**src/rtl/disp_irq_status.sv**
```systemverilog
module disp_irq_status #(
  parameter int ADDR_W = 8,
  parameter int DATA_W = 32
) (
  input  logic              clk,
  input  logic              rst_n,
  input  logic              ev_sync_lost,
  input  logic              ev_underflow,
  input  logic              ev_pal_done,
  input  logic              ev_frame0,
  input  logic              ev_frame1,
  input  logic              reg_wr,
  input  logic [ADDR_W-1:0] reg_addr,
  input  logic [DATA_W-1:0] reg_wdata,
  output logic [DATA_W-1:0] reg_rdata,
  output logic              irq
);
  localparam logic [ADDR_W-1:0] OFS_RAW = ADDR_W'(8'h58);
  localparam logic [ADDR_W-1:0] OFS_MSK = ADDR_W'(8'h5C);
  localparam logic [ADDR_W-1:0] OFS_SET = ADDR_W'(8'h60);
  localparam logic [ADDR_W-1:0] OFS_CLR = ADDR_W'(8'h64);
  localparam logic [ADDR_W-1:0] OFS_EOI = ADDR_W'(8'h68);
  localparam int BIT_SYNC = 2;
  localparam int BIT_UFL  = 5;
  localparam int BIT_PAL  = 6;
  localparam int BIT_FR0  = 8;
  localparam int BIT_FR1  = 9;
  localparam logic [DATA_W-1:0] IMPL =
    (DATA_W'(1) << BIT_SYNC) | (DATA_W'(1) << BIT_UFL) | (DATA_W'(1) << BIT_PAL) |
    (DATA_W'(1) << BIT_FR0)  | (DATA_W'(1) << BIT_FR1);

  logic [DATA_W-1:0] raw_q, en_q, ev_vec, masked;
  logic              armed_q;
  logic              hit_msk, hit_set, hit_clr, hit_eoi;

  always_comb begin
    ev_vec           = '0;
    ev_vec[BIT_SYNC] = ev_sync_lost;
    ev_vec[BIT_UFL]  = ev_underflow;
    ev_vec[BIT_PAL]  = ev_pal_done;
    ev_vec[BIT_FR0]  = ev_frame0;
    ev_vec[BIT_FR1]  = ev_frame1;
  end

  assign hit_msk = reg_wr && (reg_addr == OFS_MSK);
  assign hit_set = reg_wr && (reg_addr == OFS_SET);
  assign hit_clr = reg_wr && (reg_addr == OFS_CLR);
  assign hit_eoi = reg_wr && (reg_addr == OFS_EOI);

  assign masked = raw_q & en_q;
  assign irq    = armed_q && (|masked);

  always_ff @(posedge clk) begin
    if (!rst_n) begin
      raw_q   <= '0;
      en_q    <= '0;
      armed_q <= 1'b1;
    end else begin
      raw_q <= ((raw_q & ~(hit_msk ? reg_wdata : '0)) | ev_vec) & IMPL;
      en_q  <= ((en_q | (hit_set ? reg_wdata : '0)) & ~(hit_clr ? reg_wdata : '0)) & IMPL;
      if (hit_eoi)  armed_q <= 1'b1;
      else if (irq) armed_q <= 1'b0;
    end
  end

  always_comb begin
    case (reg_addr)
      OFS_RAW:          reg_rdata = raw_q;
      OFS_MSK:          reg_rdata = masked;
      OFS_SET, OFS_CLR: reg_rdata = en_q;
      default:          reg_rdata = '0;
    endcase
  end
endmodule

```
**config.mk**
```make
export PLATFORM = sky130hd
export DESIGN_NAME = disp_irq_status
export DESIGN_NICKNAME = d
export VERILOG_FILES = /design/src/rtl/disp_irq_status.sv
export SDC_FILE = /design/constraint.sdc
export NUM_CORES = 1
export LEC_CHECK = 0
export BUFFER_PORTS_ARGS = -buffer_cell sky130_fd_sc_hd__buf_4
export CORE_ASPECT_RATIO = 0.5
export CORE_MARGIN = 3
export CORE_UTILIZATION = 30
export DETAILED_ROUTE_END_ITERATION = 16
export PLACE_DENSITY = 0.68
export SLEW_MARGIN = 20
export SYNTH_ARGS = -nofsm -noshare
export SYNTH_HDL_FRONTEND = slang
export SYNTH_SLANG_ARGS = --single-unit
export TNS_END_PERCENT = 30
```
**constraint.sdc**
```tcl
create_clock -name clk -period 1.5 [get_ports clk]
set_input_delay 0.075 -clock clk [delete_from_list [all_inputs] [get_ports clk]]
set_output_delay 0.075 -clock clk [all_outputs]
set_load 0.05 [all_outputs]
```
==> flow_metrics.env, run 1 <==
export IMPL_timing_final_ws_setup_ns=0.108
export IMPL_antenna_found_initial=0
export IMPL_ctsResizeCount=0
export IMPL_synth_area_leaders="dfxtp_1, buf_4, a221o_1"
export IMPL_clk_path_buf_depth=2
export IMPL_power_frac_clock_pct=34.0
export IMPL_vias=778
export IMPL_postCtsHoldBufs=0
export IMPL_synth_top_cell_area_share_pct=25.8
export IMPL_fin_tns_setup_ns=0
export IMPL_grt_pass1_vias=635
export IMPL_viasPerCell=4.63
export IMPL_port_buffer_count=26
export IMPL_clock_root_buffer="clkbuf_8"
export IMPL_grt_ovfl_total=0
export IMPL_dieArea_mm2=0.00356
export IMPL_cts_buffers=3
export IMPL_cts_tree="done"
export IMPL_clock_fmax_mhz=718
export IMPL_max_slew_margin_pct=66.1
export IMPL_syn_area_um2=855
export IMPL_clkLatencyLatePin_ns=0.23
export IMPL_seq_area_frac_synth_pct=25.8
export IMPL_cp_required_ns=1.42
export IMPL_fin_nets=182
export IMPL_track_usage_pct=10.2
export IMPL_hold_path_class="in -> reg"
export IMPL_cts_setup_buffers=0
export IMPL_final_hold_violation_count=0
export IMPL_drt_wl_total_mm=1.96
export IMPL_post_place_ws_ns=0.100
export IMPL_period_minus_slack_ns=1.39
export IMPL_irDropWorstVdd_uv=284
export IMPL_leakagePower_uw=0.000506
export IMPL_die_y_um=43.7
export IMPL_grt_pass1_wl_mm=2.83
export IMPL_status="complete, no violations"
export IMPL_pwr_share_comb_pct=28.5
export IMPL_critPathCaptureType="primary output"
export IMPL_p_switching_uw=299
export IMPL_synthCells=103
export IMPL_synth_seq_cells=11
export IMPL_diodes=0
export IMPL_path_class="in -> out"
export IMPL_tightest_slew_ns=0.507
export IMPL_drt_wirelength_per_cell_um=11.7
export IMPL_core_area_mm2=0.00245
export IMPL_cp_arrival_ns=1.32
export IMPL_routabilityCongestion=0.777
export IMPL_slew_viol_final=0
export IMPL_power_frac_seq_pct=37.6
export IMPL_drive_gt1_share_pct=27.8
export IMPL_cts_htree_levels=1
export IMPL_p_per_area_mw_per_mm2=798
export IMPL_drv_cap=0
export IMPL_p_int_uw=539
export IMPL_drc=0
export IMPL_clock_skew_ns=0.000416
export IMPL_grt_max_degree=13
export IMPL_path_clk_slew_ns=0.05
export IMPL_rsz0062_at_grt="no"
export IMPL_switching_share_pct=35.7
export IMPL_synth_area_leader_cell="dfxtp_1"
export IMPL_cts_sinks=11
export IMPL_pin_count=81
export IMPL_firstDrtPassIters=4
export IMPL_final_core_util_pct=42.9
export IMPL_synth_warnings=0
export IMPL_syn_area_per_cell_um2=8.30
export IMPL_place_hpwl_mm=1.60
export IMPL_start_util_pct=34.9
export IMPL_cp_start_kind="input pin"
export IMPL_setup_violations=0
export IMPL_row_count=12
export IMPL_drtAntennaViolNets=0
export IMPL_finalCritPeriodShare_pct=92.8
export IMPL_syn2layout_area_growth_pct=23.0
export IMPL_ys_types=23
export IMPL_path_max_fanout=6
export IMPL_drt_iter0_drc=50
export IMPL_fp_dieW_um=81.5
## critical path, stage by stage
cell and delay, ns:
buf_4 0.13, or3b_1 0.50, nor3_4 0.23, a221o_1 0.19, buf_4 0.19
## routing by layer
layer | part of all wire [%] | up-vias | GRT usage, %
met3 | 9.5 | 2 | 2.49
met2 | 47 | 36 | 16.7
met4 | 0.77 | 0 | 4.04
met5 | 0 | - | 0
met1 | 43 | 362 | 13.0
li1 | - | 378 | -
## cells by family (layout without fill, tap and decap cells)
family / after synthesis / count (layout) / share of synthesized area, %
mux: 5 / 5 / 5.86
buf+inv: 36 / 40 / 27.8
simple gates: 32 / 32 / 23.3
compound gates: 18 / 18 / 16.8
flops: 11 / 11 / 25.8
other cells: 1 / 27 / 0.439
## layout by cell type (no fill, tap or decap)
| cell type | netlist | final |
|---|---|---|
| buf_4 | 27 | 30 |
| conb_1 | 1 | 27 |
| nand2_1 | 11 | 11 |
| dfxtp_1 | 11 | 11 |
| nand3_1 | 8 | 8 |
| inv_1 | 6 | 6 |
| nor3_1 | 5 | 5 |
| a221o_1 | 5 | 5 |
| o21ai_0 | 5 | 5 |
| a41oi_1 | 5 | 5 |
| mux2i_1 | 5 | 5 |
| clkbuf_8 | 0 | 3 |
| nor4b_2 | 2 | 2 |
| a222oi_1 | 1 | 1 |
| a22oi_1 | 1 | 1 |
| a21boi_1 | 0 | 1 |
| and4bb_2 | 1 | 1 |
| nand4bb_1 | 1 | 1 |
| or3b_1 | 1 | 1 |
| nor3_4 | 1 | 1 |
| nor4bb_1 | 1 | 1 |
| nor2_1 | 1 | 1 |
| clkbuf_1 | 2 | 1 |
## sequential cells by signal (all words and copies together) (netlist names)
register / count
raw_q: 5
en_q: 5
armed_q: 1
## area by class of cell
class | count | area (um^2)
clock buffers | 4 | 45.0
fillers | 264 | 1400
inverters | 6 | 22.5
multi-input cells | 82 | 494
flip-flops and latches | 11 | 220
well taps | 35 | 43.8
repair buffers | 30 | 225
## synthesized netlist by cell type (all sizes together)
| cell | count |
|---|---|
| a41oi | 5 |
| buf | 28 |
| nor2 | 1 |
| a22oi | 1 |
| nand4bb | 1 |
| nand3 | 8 |
| mux2i | 5 |
| nor3 | 6 |
| a222oi | 1 |
| inv | 6 |
| nor4b | 2 |
| or3b | 1 |
| dfxtp | 11 |
| conb | 1 |
| nand2 | 11 |
| a21boi | 1 |
| nor4bb | 1 |
| clkbuf | 2 |
| o21ai | 5 |
| a221o | 5 |
| and4bb | 1 |
## final timing paths
path | cells past startpoint | endpoint | slack (ns) | startpoint
max | 5 | reg_rdata[5] | 0.11 | reg_addr[1]
min reg2reg | 2 | armed_q$_SDFFE_PP1P_ | 0.47 | armed_q$_SDFFE_PP1P_
min | 2 | raw_q[9]$_SDFF_PN0_ | 0.06 | reg_wdata[9]
max reg2reg | 3 | armed_q$_SDFFE_PP1P_ | 0.47 | raw_q[6]$_SDFF_PN0_
## power groups by stage
stage               Sequential [uW]  Combinational [uW]  Clock, uW
floorplan                       315                 234          0
CTS                             314                 238        288
global route                    315                 252        309
global placement                319                 235          0
finish                          315                 239        285
detailed placement              320                 237          0
## through the flow
| step | hold WS [ns] | cell area (um^2) | power (uW) | cells |
|---|---|---|---|---|
| floorplan | 0.196 | 952 | 549 | 129 |
| global placement | 0.291 | 1010 | 554 | 164 |
| detailed placement | 0.298 | 1010 | 556 | 164 |
| CTS | 0.0570 | 1050 | 839 | 168 |
| global route | 0.0504 | 1050 | 877 | 168 |
| finish | 0.0585 | 1050 | 839 | 168 |
Note: power is estimated with default switching activity, not from simulation.
==> inputs of run 2 (changes only) <==
==> constraint.sdc (replaced) <==
create_clock -name clk -period 1.4 [get_ports clk]
set_input_delay 0.07 -clock clk [delete_from_list [all_inputs] [get_ports clk]]
set_output_delay 0.07 -clock clk [all_outputs]
set_load 0.05 [all_outputs]
==> flow_metrics.env, run 2 (synthesis gave the netlist of run 1 again) <==
export IMPL_start_util_pct=34.9
export IMPL_cts_htree_levels=1
export IMPL_diodes=0
export IMPL_path_class="in -> out"
export IMPL_drt_iter0_drc=63
export IMPL_antenna_found_initial=0
export IMPL_grt_pass1_wl_mm=2.95
export IMPL_r2r_start="en_q[6]$_SDFF_PN0_"
export IMPL_top_regs="en_q (5), raw_q (5), armed_q (1)"
export IMPL_final_hold_violation_count=0
export IMPL_reg2reg_depth=3
export IMPL_clock_root_buffer="clkbuf_8"
export IMPL_leakagePower_uw=0.000544
export IMPL_final_common_cell="buf_4"
export IMPL_setup_violations=0
export IMPL_cp_start_kind="input pin"
export IMPL_finalCritPeriodShare_pct=97.3
export IMPL_cts_tree="done"
export IMPL_path_max_fanout=6
export IMPL_period_minus_slack_ns=1.36
export IMPL_timing_rr_end="armed_q$_SDFFE_PP1P_"
export IMPL_pin_count=81
export IMPL_row_count=12
export IMPL_n_fill_cell=245
export IMPL_cts_sinks=11
export IMPL_track_usage_pct=10.7
export IMPL_status="complete, no violations"
export IMPL_clock_skew_ns=0.00116
export IMPL_p_per_area_mw_per_mm2=816
export IMPL_power_frac_clock_pct=33.8
export IMPL_p_int_uw=589
export IMPL_cts_buffers=3
export IMPL_slew_viol_final=0
export IMPL_clk_path_buf_depth=2
export IMPL_drv_cap=0
export IMPL_pwr_share_comb_pct=29.4
export IMPL_viasPerCell=4.53
export IMPL_drt_wirelength_per_cell_um=11.5
export IMPL_clkLatencyLatePin_ns=0.23
export IMPL_reg2reg_slack_ns=0.39
export IMPL_vias=789
export IMPL_p_switching_uw=328
export IMPL_grt_ovfl_total=0
export IMPL_grt_max_degree=13
export IMPL_place_hpwl_mm=1.58
export IMPL_path_clk_slew_ns=0.05
export IMPL_power_frac_seq_pct=36.8
export IMPL_firstDrtPassIters=4
export IMPL_fp_dieW_um=81.5
export IMPL_fin_nets=188
export IMPL_cp_arrival_ns=1.29
export IMPL_drc=0
export IMPL_syn2layout_area_growth_pct=31.5
export IMPL_worstSetupEndpoint="reg_rdata[2]"
export IMPL_core_area_mm2=0.00245
export IMPL_cp_required_ns=1.33
export IMPL_drt_wl_total_mm=2.01
export IMPL_rsz0062_at_grt="yes"
export IMPL_port_buffer_count=26
export IMPL_drtAntennaViolNets=0
export IMPL_switching_share_pct=35.8
export IMPL_startpoint="reg_addr[1]"
export IMPL_routabilityCongestion=0.750
export IMPL_dieArea_mm2=0.00356
export IMPL_fin_tns_setup_ns=0
export IMPL_grt_pass1_vias=650
export IMPL_drive_gt1_share_pct=34.5
export IMPL_whs_ns=0.0406
export IMPL_final_cell_mix="buf_4, conb_1, nand2_1"
export IMPL_clock_fmax_mhz=734
export IMPL_final_core_util_pct=45.9
export IMPL_die_y_um=43.7
export IMPL_critPathCaptureType="primary output"
export IMPL_hold_path_class="in -> reg"
export IMPL_irDropWorstVdd_uv=310
[run 2: power groups by stage]
stage	clock, uW	combinational (uW)	sequential [uW]
2_1_floorplan	0	251	338
3_3_place_gp	0	258	342
3_5_place_dp	0	261	342
4_1_cts	317	261	336
5_1_grt	340	285	338
6_report	310	270	337
[run 2: critical path: stages]
cell     delay, ns
buf_4         0.12
or3b_4        0.44
nor3_4        0.28
a221o_1       0.19
buf_4         0.19
[run 2: worst min path at each step]
stage / cells after the start / to / from
2_1_floorplan: 1 / raw_q[8]$_SDFF_PN0_ / reg_wdata[8]
3_3_place_gp: 2 / raw_q[6]$_SDFF_PN0_ / reg_wdata[6]
3_5_place_dp: 2 / raw_q[2]$_SDFF_PN0_ / reg_wdata[2]
4_1_cts: 2 / raw_q[2]$_SDFF_PN0_ / reg_wdata[2]
5_1_grt: 2 / raw_q[5]$_SDFF_PN0_ / reg_wdata[5]
6_report: 2 / raw_q[5]$_SDFF_PN0_ / reg_wdata[5]
[run 2: stage by stage]
step	total power (uW)	setup slack, ns	instance area [um^2]	cells
finish	917	0.0380	1120	174
global route	963	-0.0199	1120	174
CTS	914	0.000664	1080	172
detailed placement	603	0.00771	1040	168
global placement	600	-0.00436	1040	168
floorplan	589	0.0454	952	129
[run 2: final cells by class]
class                      instances  area [um^2]  share of cell area (%)
sequential                        11          225                    20.0
timing repair buffer              36          282                    25.1
multi-input combinational         82          505                    45.0
clock buffer                       4         45.0                    4.01
tap                               35         43.8                    3.90
inverter                           6         22.5                    2.00
[run 2: layer usage]
layer	track usage [%]	share of wire [%]	vias up
li1	-	-	390
met1	14.1	43	355
met2	17.0	46	42
met3	1.87	9.8	2
met4	5.05	0.80	0
met5	0	0	-
[run 2: timing repair]
| action | in CTS | in global routing |
|---|---|---|
| gates resized for setup | 1 | 8 |
| setup endpoints to repair | 1 | 6 |
| buffers inserted | 0 | 2 |
| pin swaps | 2 | 3 |
| hold buffers | 0 | 0 |
==> inputs of run 3 (changes only) <==
--- a/config.mk
+++ b/config.mk
@@ -10,7 +10,8 @@
 export CORE_MARGIN = 3
 export CORE_UTILIZATION = 30
 export DETAILED_ROUTE_END_ITERATION = 16
-export PLACE_DENSITY = 0.68
+export PLACE_DENSITY = 0.71
+export REMOVE_ABC_BUFFERS = 1
 export SLEW_MARGIN = 20
 export SYNTH_ARGS = -nofsm -noshare
 export SYNTH_HDL_FRONTEND = slang
==> constraint.sdc (replaced) <==
create_clock -name clk -period 1.15 [get_ports clk]
set_input_delay 0.0575 -clock clk [delete_from_list [all_inputs] [get_ports clk]]
set_output_delay 0.0575 -clock clk [all_outputs]
set_load 0.05 [all_outputs]
==> flow_metrics.env, run 3 (synthesis gave the netlist of run 1 again) <==
export IMPL_leakagePower_uw=0.000556
export IMPL_critPathCaptureType="primary output"
export IMPL_final_cell_mix="buf_4, conb_1, nand2_1"
export IMPL_whs_endpoint="raw_q[2]$_SDFF_PN0_"
export IMPL_drt_wirelength_per_cell_um=12.6
export IMPL_irDropWorstVdd_uv=414
export IMPL_reg2reg_depth=3
export IMPL_track_usage_pct=11.8
export IMPL_postCtsHoldBufs=0
export IMPL_drc=0
export IMPL_whs_ns=0.0205
export IMPL_hp_start="reg_wdata[2]"
export IMPL_antenna_found_initial=0
export IMPL_fin_nets=189
export IMPL_cts_tree="done"
export IMPL_port_buffer_count=26
export IMPL_clk_path_buf_depth=2
export IMPL_reg2reg_slack_ns=0.13
export IMPL_core_area_mm2=0.00245
export IMPL_period_minus_slack_ns=1.37
export IMPL_slew_viol_final=0
export IMPL_grt_pass1_wl_mm=3.31
export IMPL_cts_sinks=11
export IMPL_dieArea_mm2=0.00356
export IMPL_setup_violations=6
export IMPL_drt_iter0_drc=48
export IMPL_diodes=0
export IMPL_cts_htree_levels=1
export IMPL_final_common_cell="buf_4"
export IMPL_place_hpwl_mm=1.73
export IMPL_viasPerCell=4.73
export IMPL_cp_arrival_ns=1.32
export IMPL_clock_skew_ns=0.00383
export IMPL_path_clk_slew_ns=0.05
export IMPL_hold_path_class="in -> reg"
export IMPL_drtAntennaViolNets=0
export IMPL_top_regs="en_q (5), raw_q (5), armed_q (1)"
export IMPL_grt_pass1_vias=760
export IMPL_cts_buffers=3
export IMPL_p_per_area_mw_per_mm2=977
export IMPL_routabilityCongestion=0.779
export IMPL_cp_start_kind="register"
export IMPL_pin_count=81
export IMPL_clock_root_buffer="clkbuf_8"
export IMPL_timing_rr_end="armed_q$_SDFFE_PP1P_"
export IMPL_final_area_mm2=0.00116
export IMPL_layoutNonFillerInstCount=175
export IMPL_row_count=12
export IMPL_drv_cap=0
export IMPL_path_class="reg -> out"
export IMPL_r2r_start="raw_q[6]$_SDFF_PN0_"
export IMPL_grt_ovfl_total=0
export IMPL_grt_max_degree=13
export IMPL_hold_depth=2
export IMPL_power_uw=1130
export IMPL_placed_area_mm2=0.00106
export IMPL_path_max_fanout=2
export IMPL_clkLatencyLatePin_ns=0.24
export IMPL_die_y_um=43.7
export IMPL_firstDrtPassIters=4
export IMPL_rsz0062_at_grt="yes"
export IMPL_fp_dieW_um=81.5
export IMPL_final_hold_violation_count=0
export IMPL_cts_setup_buffers=0
export IMPL_start_util_pct=34.9
export IMPL_finalCritPeriodShare_pct=120
export IMPL_status="finished with violations"
export IMPL_syn2layout_area_growth_pct=35.7
export IMPL_post_place_cells=171
export IMPL_violations="negative setup slack"
export IMPL_drive_gt1_share_pct=40.7
export IMPL_timing_final_ws_setup_ns=-0.225
export IMPL_cp_required_ns=1.09
export IMPL_startpoint="raw_q[6]$_SDFF_PN0_"
export IMPL_clock_fmax_mhz=727
export IMPL_vias=827
export IMPL_drt_wl_total_mm=2.21
[run 3: worst max-delay path, stage by stage (launching register included)]
cell      delay (ns)
dfxtp_2         0.32
a222oi_1        0.43
a21boi_1        0.12
buf_4           0.20
[run 3: what timing repair did]
| action | CTS | global route |
|---|---|---|
| resized for setup | 17 | 3 |
| setup endpoints to repair | 6 | 6 |
| pin swaps | 4 | 0 |
[run 3: final cells by class]
class | count | area, um^2
clock buffer | 3 | 41.3
sequential | 11 | 231
inverter | 6 | 22.5
fill | 240 | 1290
timing repair buffer | 37 | 300
clock inverter | 1 | 5.00
tap | 35 | 43.8
multi-input combinational | 82 | 515
[run 3: worst max path at each step]
stage               slack [ns]            to
finish                   -0.22           irq
global route             -0.29           irq
CTS                      -0.22           irq
detailed placement       -0.21  reg_rdata[2]
global placement         -0.19  reg_rdata[2]
floorplan                -0.50           irq
[run 3: routing by layer]
layer	wire length [um]	global-route usage (%)
met1	938	14.8
met2	1080	19.7
met3	191	1.24
met4	0	7.07
met5	0	0
[run 3: report_power, final]
part	switching, uW	leakage [uW]	internal [uW]	total (uW)
clock	147	0.0000255	238	385
sequential	14.0	0.0000936	397	411
combinational	255	0.000437	82.4	337
total	416	0.000556	717	1130
[run 3: metrics by stage]
step / TNS [ns] / worst slack, ns / utilization (%)
after floorplan: -1.40 / -0.498 / -
after detailed placement: -1.04 / -0.213 / 43.3
after global routing: -1.01 / -0.290 / 47.4
after CTS: -0.689 / -0.218 / 47.1
final: -0.679 / -0.225 / 47.4
after global placement: -0.911 / -0.187 / 43.3
